--- config.mk ---
export PLATFORM = sky130hd
export DESIGN_NAME = serial_reg_port
export DESIGN_NICKNAME = d
export VERILOG_FILES = /design/src/rtl/srp_pkg.sv /design/src/rtl/srp_edge.sv /design/src/rtl/srp_wshift.sv /design/src/rtl/srp_bank.sv /design/src/rtl/srp_rdser.sv /design/src/rtl/serial_reg_port.sv
export SDC_FILE = /design/constraint.sdc
export NUM_CORES = 1
export LEC_CHECK = 0
export BUFFER_PORTS_ARGS = -buffer_cell sky130_fd_sc_hd__buf_2
export CORE_MARGIN = 5
export CORE_UTILIZATION = 58
export CTS_CLUSTER_DIAMETER = 50
export CTS_CLUSTER_SIZE = 24
export DETAILED_ROUTE_END_ITERATION = 8
export PLACE_DENSITY = 0.87
export SLEW_MARGIN = 20
export SYNTH_ARGS = -nofsm -noshare
export SYNTH_HDL_FRONTEND = slang
export SYNTH_HIERARCHICAL = 1
export SYNTH_SLANG_ARGS = --single-unit
export TNS_END_PERCENT = 5
--- constraint.sdc ---
create_clock -name clk -period 3.31 [get_ports clk]
set_input_delay 0.331 -clock clk [delete_from_list [all_inputs] [get_ports clk]]
set_output_delay 0.331 -clock clk [all_outputs]
set_load 0.01 [all_outputs]
--- src/rtl/srp_pkg.sv ---
package srp_pkg;
  localparam int unsigned SRP_DW = 8;
  localparam int unsigned SRP_AW = 3;
  localparam int unsigned SRP_NRW = 3;
  localparam int unsigned SRP_DET_ADDR = 3;
endpackage

--- src/rtl/srp_edge.sv ---
module srp_edge #(
  parameter logic RST_VAL = 1'b0
) (
  input  logic clk,
  input  logic rst,
  input  logic pin_i,
  output logic rise_o
);
  logic pin_q;

  always_ff @(posedge clk) begin
    if (rst) pin_q <= RST_VAL;
    else     pin_q <= pin_i;
  end

  assign rise_o = pin_i & ~pin_q;
endmodule

--- src/rtl/srp_wshift.sv ---
module srp_wshift #(
  parameter int unsigned DW = 8
) (
  input  logic          clk,
  input  logic          rst,
  input  logic          shift_i,
  input  logic          bit_i,
  output logic [DW-1:0] word_o
);
  logic [DW-1:0] sr_q;

  always_ff @(posedge clk) begin
    if (rst)          sr_q <= '0;
    else if (shift_i) sr_q <= {bit_i, sr_q[DW-1:1]};
  end

  assign word_o = sr_q;

  // the newest bit enters at the top
  a_r4_shift_in: assert property (@(posedge clk) disable iff (rst)
    shift_i |=> sr_q[DW-1] == $past(bit_i));
  a_r4_hold: assert property (@(posedge clk) disable iff (rst)
    !shift_i |=> $stable(sr_q));
endmodule

--- src/rtl/srp_bank.sv ---
module srp_bank #(
  parameter int unsigned DW = 8,
  parameter int unsigned AW = 3,
  parameter int unsigned NRW = 3,
  parameter int unsigned DET_ADDR = 3
) (
  input  logic              clk,
  input  logic              rst,
  input  logic              commit_i,
  input  logic [AW-1:0]     addr_i,
  input  logic [DW-1:0]     wdata_i,
  input  logic [DW-1:0]     det_i,
  output logic [NRW*DW-1:0] rw_flat_o,
  output logic [DW-1:0]     rd_byte_o
);
  logic [DW-1:0] det_q;

  for (genvar g = 0; g < NRW; g++) begin : g_rw
    logic [DW-1:0] q;
    always_ff @(posedge clk) begin
      if (rst)                                q <= '0;
      else if (commit_i && addr_i == AW'(g))  q <= wdata_i;
    end
    assign rw_flat_o[g*DW +: DW] = q;
  end

  always_ff @(posedge clk) begin
    if (rst) det_q <= '0;
    else     det_q <= det_i;
  end

  always_comb begin
    rd_byte_o = '0;
    for (int i = 0; i < NRW; i++) begin
      if (addr_i == AW'(i)) rd_byte_o = rw_flat_o[i*DW +: DW];
    end
    if (addr_i == AW'(DET_ADDR)) rd_byte_o = det_q;
  end

  // registers move only on a commit
  a_r5_no_commit_stable: assert property (@(posedge clk) disable iff (rst)
    !commit_i |=> $stable(rw_flat_o));
  // detect register tracks status input, never the host
  a_r6_detect_follows: assert property (@(posedge clk) disable iff (rst)
    1'b1 |=> det_q == $past(det_i));
  // unused addresses never alter storage
  a_r7_unused_write: assert property (@(posedge clk) disable iff (rst)
    (addr_i >= AW'(NRW)) |=> $stable(rw_flat_o));
endmodule

--- src/rtl/srp_rdser.sv ---
module srp_rdser #(
  parameter int unsigned DW = 8
) (
  input  logic          clk,
  input  logic          rst,
  input  logic          rd_n,
  input  logic          step_i,
  input  logic [DW-1:0] byte_i,
  output logic          bit_o,
  output logic          oe_o
);
  localparam int unsigned PW = (DW > 1) ? $clog2(DW) : 1;
  localparam logic [PW-1:0] LAST = PW'(DW - 1);

  logic [PW-1:0] ptr_q;

  always_ff @(posedge clk) begin
    if (rst || rd_n)                 ptr_q <= '0;
    else if (step_i && ptr_q != LAST) ptr_q <= ptr_q + 1'b1;
  end

  assign bit_o = byte_i[ptr_q];
  assign oe_o  = ~rd_n;

  // one step per detected shift edge, saturating at the top bit
  a_r2_step: assert property (@(posedge clk) disable iff (rst)
    (!rd_n && step_i && ptr_q != LAST) |=> ptr_q == $past(ptr_q) + 1'b1);
  a_r2_saturate: assert property (@(posedge clk) disable iff (rst)
    (!rd_n && ptr_q == LAST) |=> (rd_n || ptr_q == LAST) || ptr_q == '0);
  // an idle read strobe parks the pointer at bit 0
  a_r10_restart: assert property (@(posedge clk) disable iff (rst)
    $rose(rd_n) |=> ptr_q == '0);
endmodule

--- src/rtl/serial_reg_port.sv ---
module serial_reg_port
  import srp_pkg::*;
#(
  parameter int unsigned DW = SRP_DW,
  parameter int unsigned AW = SRP_AW,
  parameter int unsigned DET_ADDR = SRP_DET_ADDR
) (
  input  logic          clk,
  input  logic          rst,
  input  logic [AW-1:0] addr_i,
  input  logic          rd_n,
  input  logic          wr_n,
  input  logic          sck,
  input  logic          sdata_i,
  output logic          sdata_o,
  output logic          sdata_oe,
  input  logic [DW-1:0] det_i,
  output logic [DW-1:0] ctrl_a_o,
  output logic [DW-1:0] ctrl_b_o,
  output logic [DW-1:0] tone_o
);
  localparam int unsigned NRW = SRP_NRW;

  logic sck_rise;
  logic wr_rise;
  logic [DW-1:0] shift_word;
  logic [DW-1:0] rd_byte;
  logic [NRW*DW-1:0] rw_flat;

  srp_edge #(.RST_VAL(1'b0)) u_sck_edge (
    .clk(clk), .rst(rst), .pin_i(sck), .rise_o(sck_rise)
  );

  srp_edge #(.RST_VAL(1'b1)) u_wr_edge (
    .clk(clk), .rst(rst), .pin_i(wr_n), .rise_o(wr_rise)
  );

  srp_wshift #(.DW(DW)) u_wshift (
    .clk(clk), .rst(rst), .shift_i(sck_rise), .bit_i(sdata_i),
    .word_o(shift_word)
  );

  srp_bank #(.DW(DW), .AW(AW), .NRW(NRW), .DET_ADDR(DET_ADDR)) u_bank (
    .clk(clk), .rst(rst), .commit_i(wr_rise), .addr_i(addr_i),
    .wdata_i(shift_word), .det_i(det_i), .rw_flat_o(rw_flat),
    .rd_byte_o(rd_byte)
  );

  srp_rdser #(.DW(DW)) u_rdser (
    .clk(clk), .rst(rst), .rd_n(rd_n), .step_i(sck_rise),
    .byte_i(rd_byte), .bit_o(sdata_o), .oe_o(sdata_oe)
  );

  assign ctrl_a_o = rw_flat[0*DW +: DW];
  assign ctrl_b_o = rw_flat[1*DW +: DW];
  assign tone_o   = rw_flat[2*DW +: DW];

  // pin released outside a read
  a_r3_release: assert property (@(posedge clk) disable iff (rst)
    rd_n |-> !sdata_oe);
  // unused addresses shift out zeros
  a_r7_zero_read: assert property (@(posedge clk) disable iff (rst)
    (!rd_n && addr_i >= AW'(NRW) && addr_i != AW'(DET_ADDR)) |-> !sdata_o);
  // reset empties the read/write registers
  a_r8_reset_clear: assert property (@(posedge clk)
    rst |=> (ctrl_a_o == '0 && ctrl_b_o == '0 && tone_o == '0));
  // commit loads the shifted byte into the addressed register
  a_r5_commit_load: assert property (@(posedge clk) disable iff (rst)
    (wr_rise && addr_i == AW'(0)) |=> ctrl_a_o == $past(shift_word));
endmodule

Word-level counts from Yosys, hierarchy flattened
Cells that the tools add are included.
- add/sub/neg operators: 1
- $lt $le $gt $ge: 1
- equality and inequality tests: 4
- mux-type cells: 6
- bitwise logic cells: 5
- reduce and logical (&&, ||, !) cells: 6
- operators by type and width (operator ; count):
    8-bit 2-to-1 mux ; 4
    3-bit by 2-bit equality test with 1-bit output, second input constant ; 2
    1-bit logical AND ; 4
    3-bit by 4-bit less-than comparator with 1-bit output, second input constant ; 1
    3-bit by 1-bit adder with 3-bit output, second input constant ; 1
    1-bit binary-select mux with 3-bit select ; 1
    3-bit by 1-bit equality test with 1-bit output, second input constant ; 1
    3-bit logical NOT ; 1
    3-bit != test, second input constant ; 1
    1-bit NOT ; 3
    1-bit AND ; 2
    1-bit logical OR ; 1
    1-bit 2-to-1 mux ; 1
- bits in registers: 45
- bits of input ports: 17
- output and inout port bits: 26
- word-level logic and storage cells: 31

Logic depth before layout (Yosys ltp)
Gate-level depths: netlist of the first run.
- depth after elaboration: 7
- mapped depth: 6
- gate-level depth less buffers: 5

Cells and area by module
Netlist of the first run, hierarchy kept.
- by module, submodules not included (module ; instances ; cells each ; area an instance (sq um) ; sequential area each (sq um)):
    srp_bank ; 1 ; 139 ; 1473.9 ; 640.6
    srp_wshift ; 1 ; 26 ; 285.3 ; 160.2
    srp_rdser ; 1 ; 16 ; 202.7 ; 60.1
    srp_edge (u_sck_edge) ; 1 ; 3 ; 47.5 ; 20.0
    srp_edge (u_wr_edge) ; 1 ; 3 ; 32.5 ; 20.0

Worst setup path after synthesis of the first run
No wires, ideal clock.
- kind: input port to output port
- start: in addr_i[1]
- end: out sdata_o
- arrival: 1773 ps
- required time: 2979 ps
- path slack: 1206 ps
- cell stages on the path: 6
- path buffers: 2
- cells stage by stage: buf_6 > buf_2 > mux2i_1 > o22ai_1 > mux4_1 > mux2_2
- cells in the longest elaborated chain, start to end: 7
- elaborated cells between the ends (all ways): 10
- classes of those cells: eq/ne (3); mux (6); reduce/logical (1)
- ends and longest elaborated chain (element ; RTL line ; RTL):
    start, declared ; serial_reg_port.sv:10 ; input logic [AW-1:0] addr_i,
    3-bit logical NOT ; srp_bank.sv:35 ; if (addr_i == AW'(i)) rd_byte_o = rw_flat_o[i*DW +: DW];
    8-bit 2-to-1 mux (3 in series) ; srp_bank.sv:35 ;
    8-bit 2-to-1 mux (*) ; srp_bank.sv:37 ; if (addr_i == AW'(DET_ADDR)) rd_byte_o = det_q;
    net rd_byte[5] ; serial_reg_port.sv:27 ; logic [DW-1:0] rd_byte;
    1-bit binary-select mux with 3-bit select (*) ; srp_rdser.sv:22 ; assign bit_o = byte_i[ptr_q];
    1-bit 2-to-1 mux (not written as such) (*) ; srp_rdser.sv:22 ;
    end, declared ; serial_reg_port.sv:15 ; output logic sdata_o,
The timed path passes the listed nets; every way through them passes the cells marked *. The select of a mux whose other input is x is not followed.

Worst setup path in the final report of the first run
Ends and elaborated chain as after synthesis.

==> results of run 1 <==
[sequential cells by signal, indices dropped and copies added, names as in the netlist]
register,count
u_wr_edge/pin_q,1
u_rdser/ptr_q,3
u_bank/det_q,8
u_bank/g_rw.q,24
u_wshift/word_o,8
u_sck_edge/pin_q,1
[stage by stage]
stage	total power, mW	instance area, um^2	utilization	hold WS, ps
2_1_floorplan	0.6177	2042	-	395.3
3_3_place_gp	0.6344	2241	0.6663	476.5
3_5_place_dp	0.6348	2241	0.6663	482.2
4_1_cts	0.9503	2313	0.6879	160.9
5_1_grt	0.9815	2313	0.6879	160.0
6_report	0.9395	2313	0.6879	176.2
[cells in the final DEF, fill, tap and decap left out, drive strengths merged, types with 3 or more instances in the layout]
master / instances
buf: 43
clkbuf: 5
dfxtp: 45
mux2i: 50
nand2b: 33
nor2: 8
nor2b: 12
nor3: 3
o22ai: 8
[critical path: stages]
cell	delay, ps
sky130_fd_sc_hd__buf_2	400
sky130_fd_sc_hd__mux2i_1	250
sky130_fd_sc_hd__o22ai_1	100
sky130_fd_sc_hd__mux4_1	510
sky130_fd_sc_hd__mux2_2	280
sky130_fd_sc_hd__buf_2	140
[worst paths after layout]
| kind | start | end | slack [ps] | cells after the start |
|---|---|---|---|---|
| worst max-delay path | addr_i[1] | sdata_o | 960 | 6 |
| worst min-delay path | wr_n | u_wr_edge/pin_q | 180 | 2 |
| worst max register to register | u_wr_edge/pin_q | u_bank/g_rw[0].q[6] | 1850 | 3 |
| worst min register to register | u_bank/g_rw[0].q[2] | u_bank/g_rw[0].q[2] | 510 | 2 |
[report_power, final]
group / leakage (nW) / internal, mW / switching [mW]
logic: 0.689 / 0.0351 / 0.0321
clock network: 0.0410 / 0.154 / 0.163
registers: 0.366 / 0.550 / 0.00512
[cells by family after synthesis]
kind of cell,Yosys count
xor gates and xnor gates,1
AOI/OAI and AO/OA,8
and+or+nand+nor,63
buffers and inverters,15
DFF,45
adders and majority gates,2
muxes,53
[final cells by class]
type | instances | area share
repair buffers | 43 | 0.09410
flip-flops and latches | 45 | 0.3894
inverters | 1 | 0.001622
well taps | 46 | 0.02488
multi-input cells | 127 | 0.4586
clock buffers | 5 | 0.01622
clock inverters | 2 | 0.01514
[metal layers]
layer	track usage	up-vias	wire length, um
met5	0	-	0
met4	0.04989	0	19
met3	0.05942	2	187
met2	0.2659	24	1977
met1	0.2108	666	1786
li1	-	711	-
==> metrics.txt, run 1 <==
# TYPE chip_impl_metric gauge
chip_impl_metric{name="fraction_of_layout_instances_using_a_drive_strength_above_1",unit=""} 0.2511
chip_impl_metric{name="period_minus_slack",unit="ps"} 2348
chip_impl_metric{name="yosys_warnings",unit=""} 6
chip_impl_metric{name="core_area",unit="mm^2"} 0.003363
chip_impl_metric{name="tightestPinTransition",unit="ps"} 737.0
chip_impl_metric{name="synthArstFlopShare",unit=""} 0
chip_impl_metric{name="synth_xor_area_frac",unit=""} 0.004289
chip_impl_metric{name="critical_path_arrival",unit="ps"} 2020
chip_impl_metric{name="hold_violation_total_from_the_final_report",unit=""} 0
chip_impl_metric{name="final.setup.tns",unit="ps"} 0
chip_impl_metric{name="clock_sinks",unit=""} 45
chip_impl_metric{name="die_h",unit="um"} 69.34
chip_impl_info{name="post-synth-top-count-cell",value="sky130_fd_sc_hd__mux2i_1"} 1
chip_impl_metric{name="netlist_area",unit="mm^2"} 0.002042
chip_impl_metric{name="grt_start_max_net_pins",unit=""} 54
chip_impl_metric{name="final_cycle_utilization_of_the_critical_path",unit=""} 0.7094
chip_impl_metric{name="post-place-ws",unit="ps"} 965.2
chip_impl_metric{name="synth_simple_gate_area_frac",unit=""} 0.2022
chip_impl_metric{name="synth_top_area_frac",unit=""} 0.4412
chip_impl_metric{name="gp_congestion",unit=""} 0.8470
chip_impl_info{name="grt_setup_unrepaired",value="no"} 1
chip_impl_metric{name="number_of_antenna_violations_at_the_first_check_in_global_routing",unit=""} 0
chip_impl_metric{name="floorplan.die_area",unit="mm^2"} 0.004807
chip_impl_metric{name="globalRouteOverflowTotal",unit=""} 0
chip_impl_metric{name="synthesis.area_per_instance",unit="um^2"} 10.92
chip_impl_metric{name="final-instance-count-excl-fill",unit=""} 269
chip_impl_metric{name="cts_resized",unit=""} 0
chip_impl_metric{name="cts-buffers-inserted",unit=""} 5
chip_impl_metric{name="area.sequential",unit="um^2"} 900.9
chip_impl_metric{name="synth_fp_nets",unit=""} 206
chip_impl_metric{name="grt_use_total",unit=""} 0.1667
chip_impl_metric{name="hpwlAfterDp",unit="mm"} 2.934
chip_impl_metric{name="number_of_synthesized_register_bits",unit=""} 45
chip_impl_metric{name="nNetsFinal",unit=""} 242
chip_impl_metric{name="wire_per_inst",unit="um"} 14.76
chip_impl_info{name="synth_top_cell_by_area",value="sky130_fd_sc_hd__dfxtp_1"} 1
chip_impl_metric{name="drt_iter0_markers",unit=""} 37
chip_impl_metric{name="fp-row-count",unit=""} 21
chip_impl_metric{name="clock_skew",unit="ps"} 9.181
chip_impl_info{name="synth_commonest_cells",value="sky130_fd_sc_hd__mux2i_1, sky130_fd_sc_hd__dfxtp_1, sky130_fd_sc_hd__nand2b_1"} 1
chip_impl_metric{name="die_w",unit="um"} 69.34
chip_impl_info{name="synth_top_family_by_area",value="multiplexers"} 1
chip_impl_metric{name="leakage",unit="nW"} 1.096
chip_impl_metric{name="multiplexer_fraction_of_the_synthesized_cell_area",unit=""} 0.2763
chip_impl_metric{name="vias_in_the_first_global_route",unit=""} 1365
chip_impl_info{name="root_driver",value="sky130_fd_sc_hd__clkbuf_4"} 1
chip_impl_info{name="run_status",value="finished, final reports clean"} 1
chip_impl_metric{name="edff_count_synth",unit=""} 0
chip_impl_metric{name="postCtsHoldBufs",unit=""} 0
chip_impl_metric{name="ys_types",unit=""} 23
chip_impl_metric{name="worstSkewPairLatency",unit="ps"} 340
chip_impl_metric{name="number_of_buffers_inserted_by_port_buffering",unit=""} 42
chip_impl_metric{name="detail_route.first_pass.iterations",unit=""} 4
chip_impl_metric{name="power.density",unit="mW/mm^2"} 406.1
chip_impl_info{name="synth.top_cells.by_area",value="sky130_fd_sc_hd__dfxtp_1, sky130_fd_sc_hd__mux2i_1, sky130_fd_sc_hd__nand2b_1, sky130_fd_sc_hd__nor2b_1, sky130_fd_sc_hd__mux4_1"} 1
chip_impl_metric{name="vdd.ir_drop.worst",unit="mV"} 0.3318
chip_impl_metric{name="cap_viol_max_count",unit=""} 0
chip_impl_info{name="ys_dominant_reg_cell",value="sky130_fd_sc_hd__dfxtp_1"} 1
chip_impl_metric{name="finalWorstSetupSlack",unit="ps"} 961.8
chip_impl_metric{name="worst_ep_required_time",unit="ps"} 2980
chip_impl_metric{name="multi_input_area",unit="mm^2"} 0.001061
chip_impl_metric{name="synth_seq_area_share",unit=""} 0.4412
chip_impl_metric{name="first_pass_grt_wire_length",unit="mm"} 6.430
chip_impl_info{name="crit_path_start_kind",value="input port"} 1
chip_impl_info{name="worst_setup_path_end_kind",value="output port"} 1
chip_impl_metric{name="numPlacedInstances",unit=""} 262
chip_impl_metric{name="post-route-drc-count",unit=""} 0
chip_impl_metric{name="timing.final.setup_violations",unit=""} 0
chip_impl_metric{name="initial_core_util",unit=""} 0.6071
chip_impl_metric{name="timing.final.max_slew_violations",unit=""} 0
chip_impl_metric{name="clkTransAtPathRegs",unit="ps"} 120
chip_impl_metric{name="post_synth_adder_cell_area",unit=""} 0.01225
chip_impl_metric{name="top_level_ports",unit=""} 43
chip_impl_metric{name="postCtsSetupRepairBufs",unit=""} 0
chip_impl_metric{name="ant_nets",unit=""} 0
chip_impl_metric{name="timing.max_slew.rel_slack",unit=""} 0.5087
chip_impl_metric{name="post_drt_via_cell_ratio",unit=""} 5.216
chip_impl_metric{name="totalWireLength",unit="mm"} 3.970
chip_impl_info{name="cts_tree",value="built"} 1
chip_impl_info{name="worstSetupPathType",value="input port to output port"} 1
chip_impl_metric{name="antennaDiodeCount",unit=""} 0
chip_impl_metric{name="fillCellCount",unit=""} 276
chip_impl_metric{name="crit_fanout",unit=""} 21
chip_impl_metric{name="clock_tree.buffer_depth",unit=""} 2
chip_impl_metric{name="h-tree-depth",unit=""} 2
chip_impl_info{name="worstHoldPathType",value="input port to flop"} 1
chip_impl_metric{name="post_synthesis_to_final_layout_area_growth",unit="%"} 13.30
chip_impl_metric{name="post_synthesis_cell_count",unit=""} 187
chip_impl_metric{name="synth_compound_gate_area_share",unit=""} 0.02451
chip_impl_metric{name="timing.fmax",unit="MHz"} 425.9
chip_impl_metric{name="vias",unit=""} 1403
Power figures use the tool's default switching activity.
==> run 2, diff against run 1 <==
--- a/config.mk
+++ b/config.mk
@@ -7,11 +7,11 @@
 export LEC_CHECK = 0
 export BUFFER_PORTS_ARGS = -buffer_cell sky130_fd_sc_hd__buf_2
 export CORE_MARGIN = 5
-export CORE_UTILIZATION = 58
+export CORE_UTILIZATION = 48
 export CTS_CLUSTER_DIAMETER = 50
 export CTS_CLUSTER_SIZE = 24
 export DETAILED_ROUTE_END_ITERATION = 8
-export PLACE_DENSITY = 0.87
+export PLACE_DENSITY = 0.77
 export SLEW_MARGIN = 20
 export SYNTH_ARGS = -nofsm -noshare
 export SYNTH_HDL_FRONTEND = slang
==> constraint.sdc (replaced) <==
create_clock -name clk -period 2 [get_ports clk]
set_input_delay 0.2 -clock clk [delete_from_list [all_inputs] [get_ports clk]]
set_output_delay 0.2 -clock clk [all_outputs]
set_load 0.01 [all_outputs]
==> run 2 against run 1 <==
Compared with the run above: die area grew 18%; sequential cell count did not move; sequential power up 65%; critical path depth shrank 1; count of clock-buffer cells in the layout is 2 higher; global-route usage down 0.81 points; largest cell class unchanged; combinational power up 80%; total power rose by 75%; setup slack lost 960 ps; the flow now finishes with violations (setup timing); highest routed layer unchanged.
==> metrics.txt, run 2 (same netlist as run 1, synthesis figures left out) <==
# TYPE chip_impl_metric gauge
chip_impl_info{name="violations",value="setup timing"} 1
chip_impl_info{name="crit_slowest_cell",value="sky130_fd_sc_hd__mux4_2"} 1
chip_impl_metric{name="die_h",unit="um"} 75.23
chip_impl_info{name="root_driver",value="sky130_fd_sc_hd__clkbuf_8"} 1
chip_impl_metric{name="worst_ep_required_time",unit="ps"} 1800
chip_impl_metric{name="vias_in_the_first_global_route",unit=""} 1385
chip_impl_metric{name="final.setup.tns",unit="ps"} -1.180
chip_impl_metric{name="fillCellCount",unit=""} 345
chip_impl_metric{name="die_w",unit="um"} 75.23
chip_impl_metric{name="leakage",unit="nW"} 1.125
chip_impl_info{name="largest-register",value="u_bank/g_rw.q"} 1
chip_impl_metric{name="post-route-drc-count",unit=""} 0
chip_impl_metric{name="clock_skew",unit="ps"} 3.862
chip_impl_metric{name="layout.core_utilization",unit=""} 0.5914
chip_impl_metric{name="vdd.ir_drop.worst",unit="mV"} 0.4349
chip_impl_metric{name="timing.max_slew.rel_slack",unit=""} 0.5458
chip_impl_metric{name="max_stage_delay",unit="ps"} 460
chip_impl_metric{name="p_int",unit="mW"} 1.285
chip_impl_metric{name="power.share.combinational",unit=""} 0.073
chip_impl_metric{name="period_minus_slack",unit="ps"} 2001
chip_impl_metric{name="wire_per_inst",unit="um"} 15.30
chip_impl_metric{name="cap_viol_max_count",unit=""} 0
chip_impl_info{name="worstHoldPathType",value="input port to flop"} 1
chip_impl_metric{name="total_non_filler_cell_area_in_the_finished_layout",unit="mm^2"} 0.002400
chip_impl_metric{name="clock_tree.buffer_depth",unit=""} 2
chip_impl_metric{name="post_synthesis_to_final_layout_area_growth",unit="%"} 17.52
chip_impl_metric{name="fraction_of_layout_instances_using_a_drive_strength_above_1",unit=""} 0.3057
chip_impl_metric{name="totalWireLength",unit="mm"} 4.268
chip_impl_metric{name="p_clk_frac",unit=""} 0.369
chip_impl_metric{name="post_drt_via_cell_ratio",unit=""} 5.090
chip_impl_metric{name="fin_total_pwr",unit="mW"} 1.647
chip_impl_metric{name="clkTransAtPathRegs",unit="ps"} 80
chip_impl_metric{name="power.switching_fraction",unit=""} 0.2197
chip_impl_metric{name="floorplan.die_area",unit="mm^2"} 0.005659
chip_impl_metric{name="final_cycle_utilization_of_the_critical_path",unit=""} 1.001
chip_impl_metric{name="multi_input_area",unit="mm^2"} 0.001061
chip_impl_metric{name="area.sequential",unit="um^2"} 907.1
chip_impl_metric{name="number_of_buffers_inserted_by_port_buffering",unit=""} 42
chip_impl_metric{name="h-tree-depth",unit=""} 2
chip_impl_metric{name="gp_congestion",unit=""} 0.8067
chip_impl_metric{name="core_area",unit="mm^2"} 0.004058
chip_impl_metric{name="fp-row-count",unit=""} 23
chip_impl_metric{name="ant_nets",unit=""} 0
chip_impl_metric{name="rrSetupSlack",unit="ps"} 510
chip_impl_metric{name="largest_register_ff_count",unit=""} 24
chip_impl_metric{name="globalRouteOverflowTotal",unit=""} 0
chip_impl_metric{name="timing.final.setup_violations",unit=""} 1
chip_impl_metric{name="placement.cell_area",unit="mm^2"} 0.002268
chip_impl_metric{name="cp_num_buf_inv",unit=""} 1
chip_impl_metric{name="grt_start_max_net_pins",unit=""} 49
chip_impl_metric{name="top_level_ports",unit=""} 43
chip_impl_metric{name="first_pass_grt_wire_length",unit="mm"} 6.637
chip_impl_metric{name="critical_path_arrival",unit="ps"} 1800
chip_impl_metric{name="cts-buffers-inserted",unit=""} 5
chip_impl_info{name="grt_setup_unrepaired",value="yes"} 1
chip_impl_metric{name="number_of_antenna_violations_at_the_first_check_in_global_routing",unit=""} 0
chip_impl_info{name="timing.critical_path.cells",value="mux2i_1 -> o22ai_1 -> mux4_2 -> mux2_4 -> buf_6"} 1
chip_impl_info{name="worstSetupPathType",value="flop to output port"} 1
chip_impl_info{name="worst_path_dominant_cell_family",value="multiplexers"} 1
chip_impl_metric{name="grt_use_total",unit=""} 0.1585
chip_impl_metric{name="nNetsFinal",unit=""} 247
chip_impl_info{name="crit_path_start_kind",value="flop"} 1
chip_impl_info{name="worst_setup_path_end_kind",value="output port"} 1
chip_impl_metric{name="sequentialPowerShare",unit=""} 0.557
chip_impl_metric{name="clock_sinks",unit=""} 45
chip_impl_metric{name="p_sw",unit="mW"} 0.3619
chip_impl_metric{name="vias",unit=""} 1420
chip_impl_info{name="layout_common_cells",value="sky130_fd_sc_hd__mux2i_1, sky130_fd_sc_hd__buf_2, sky130_fd_sc_hd__dfxtp_1"} 1
chip_impl_info{name="cts_tree",value="built"} 1
chip_impl_metric{name="postCtsHoldBufs",unit=""} 0
chip_impl_metric{name="worstSkewPairLatency",unit="ps"} 290
chip_impl_metric{name="detail_route.first_pass.iterations",unit=""} 4
chip_impl_metric{name="hold_violation_total_from_the_final_report",unit=""} 0
chip_impl_metric{name="post-place-ws",unit="ps"} -87.27
chip_impl_metric{name="timing.final.max_slew_violations",unit=""} 0
chip_impl_metric{name="crit_fanout",unit=""} 3
chip_impl_metric{name="hpwlAfterDp",unit="mm"} 3.031
chip_impl_metric{name="timing.fmax",unit="MHz"} 499.7
chip_impl_metric{name="power.density",unit="mW/mm^2"} 686.5
chip_impl_metric{name="initial_core_util",unit=""} 0.5032
chip_impl_metric{name="antennaDiodeCount",unit=""} 0
chip_impl_metric{name="drt_iter0_markers",unit=""} 121
chip_impl_info{name="final_common_cell",value="sky130_fd_sc_hd__mux2i_1"} 1
chip_impl_metric{name="tightestPinTransition",unit="ps"} 681.3
chip_impl_info{name="run_status",value="finished, violations left"} 1
chip_impl_metric{name="finalWorstSetupSlack",unit="ps"} -1.180
## run 2: changes by cell type in the layout (fill, tap and decap cells not counted), sizes merged
| cell | before | now |
|---|---|---|
| clkbuf | 5 | 7 |
| bufinv | 1 | 0 |
| buf | 43 | 48 |
## run 2: worst paths after layout
check / start / endpoint / cells past startpoint
worst max-delay path: u_bank/g_rw[1].q[1] / sdata_o / 5
worst min-delay path: wr_n / u_wr_edge/pin_q / 2
worst max register to register: u_rdser/ptr_q[0] / u_rdser/ptr_q[1] / 5
worst min register to register: u_bank/g_rw[1].q[1] / u_bank/g_rw[1].q[1] / 2
## run 2: per-stage QoR
step,cells,hold WS [ps]
after floorplan,187,264.3
after global placement,269,391.8
after detailed placement,269,397.4
after CTS,277,89.67
after global routing,279,110.4
final,279,97.25
## run 2: layout make-up
class | instances | area share
well taps | 50 | 0.02607
flip-flops and latches | 45 | 0.3780
inverters | 1 | 0.001564
multi-input cells | 127 | 0.4421
clock buffers | 7 | 0.04015
repair buffers | 48 | 0.1100
clock inverters | 1 | 0.002086
## run 2: metal layers
metal / track usage / vias up / wire (um) / part of all wire
met5: 0 / - / 0 / 0
met2: 0.2456 / 29 / 2020 / 0.47
met1: 0.2140 / 668 / 1940 / 0.45
li1: - / 718 / - / -
met4: 0.06796 / 0 / 60 / 0.014
met3: 0.03338 / 5 / 247 / 0.058
## run 2: timing repair
item | CTS | global route
setup buffers | 0 | 2
gates cloned | 0 | 0
pin swaps | 1 | 1
endpoints found under the setup margin | 1 | 1
endpoints found under the hold margin | 0 | 0
gates resized for setup | 3 | 8
## run 2: power groups by stage
stage	Combinational, mW	Sequential, mW	Clock, mW
finish	0.121	0.918	0.609
global route	0.131	0.919	0.657
CTS	0.118	0.918	0.630
detailed placement	0.117	0.939	0
global placement	0.116	0.939	0
floorplan	0.0864	0.936	0
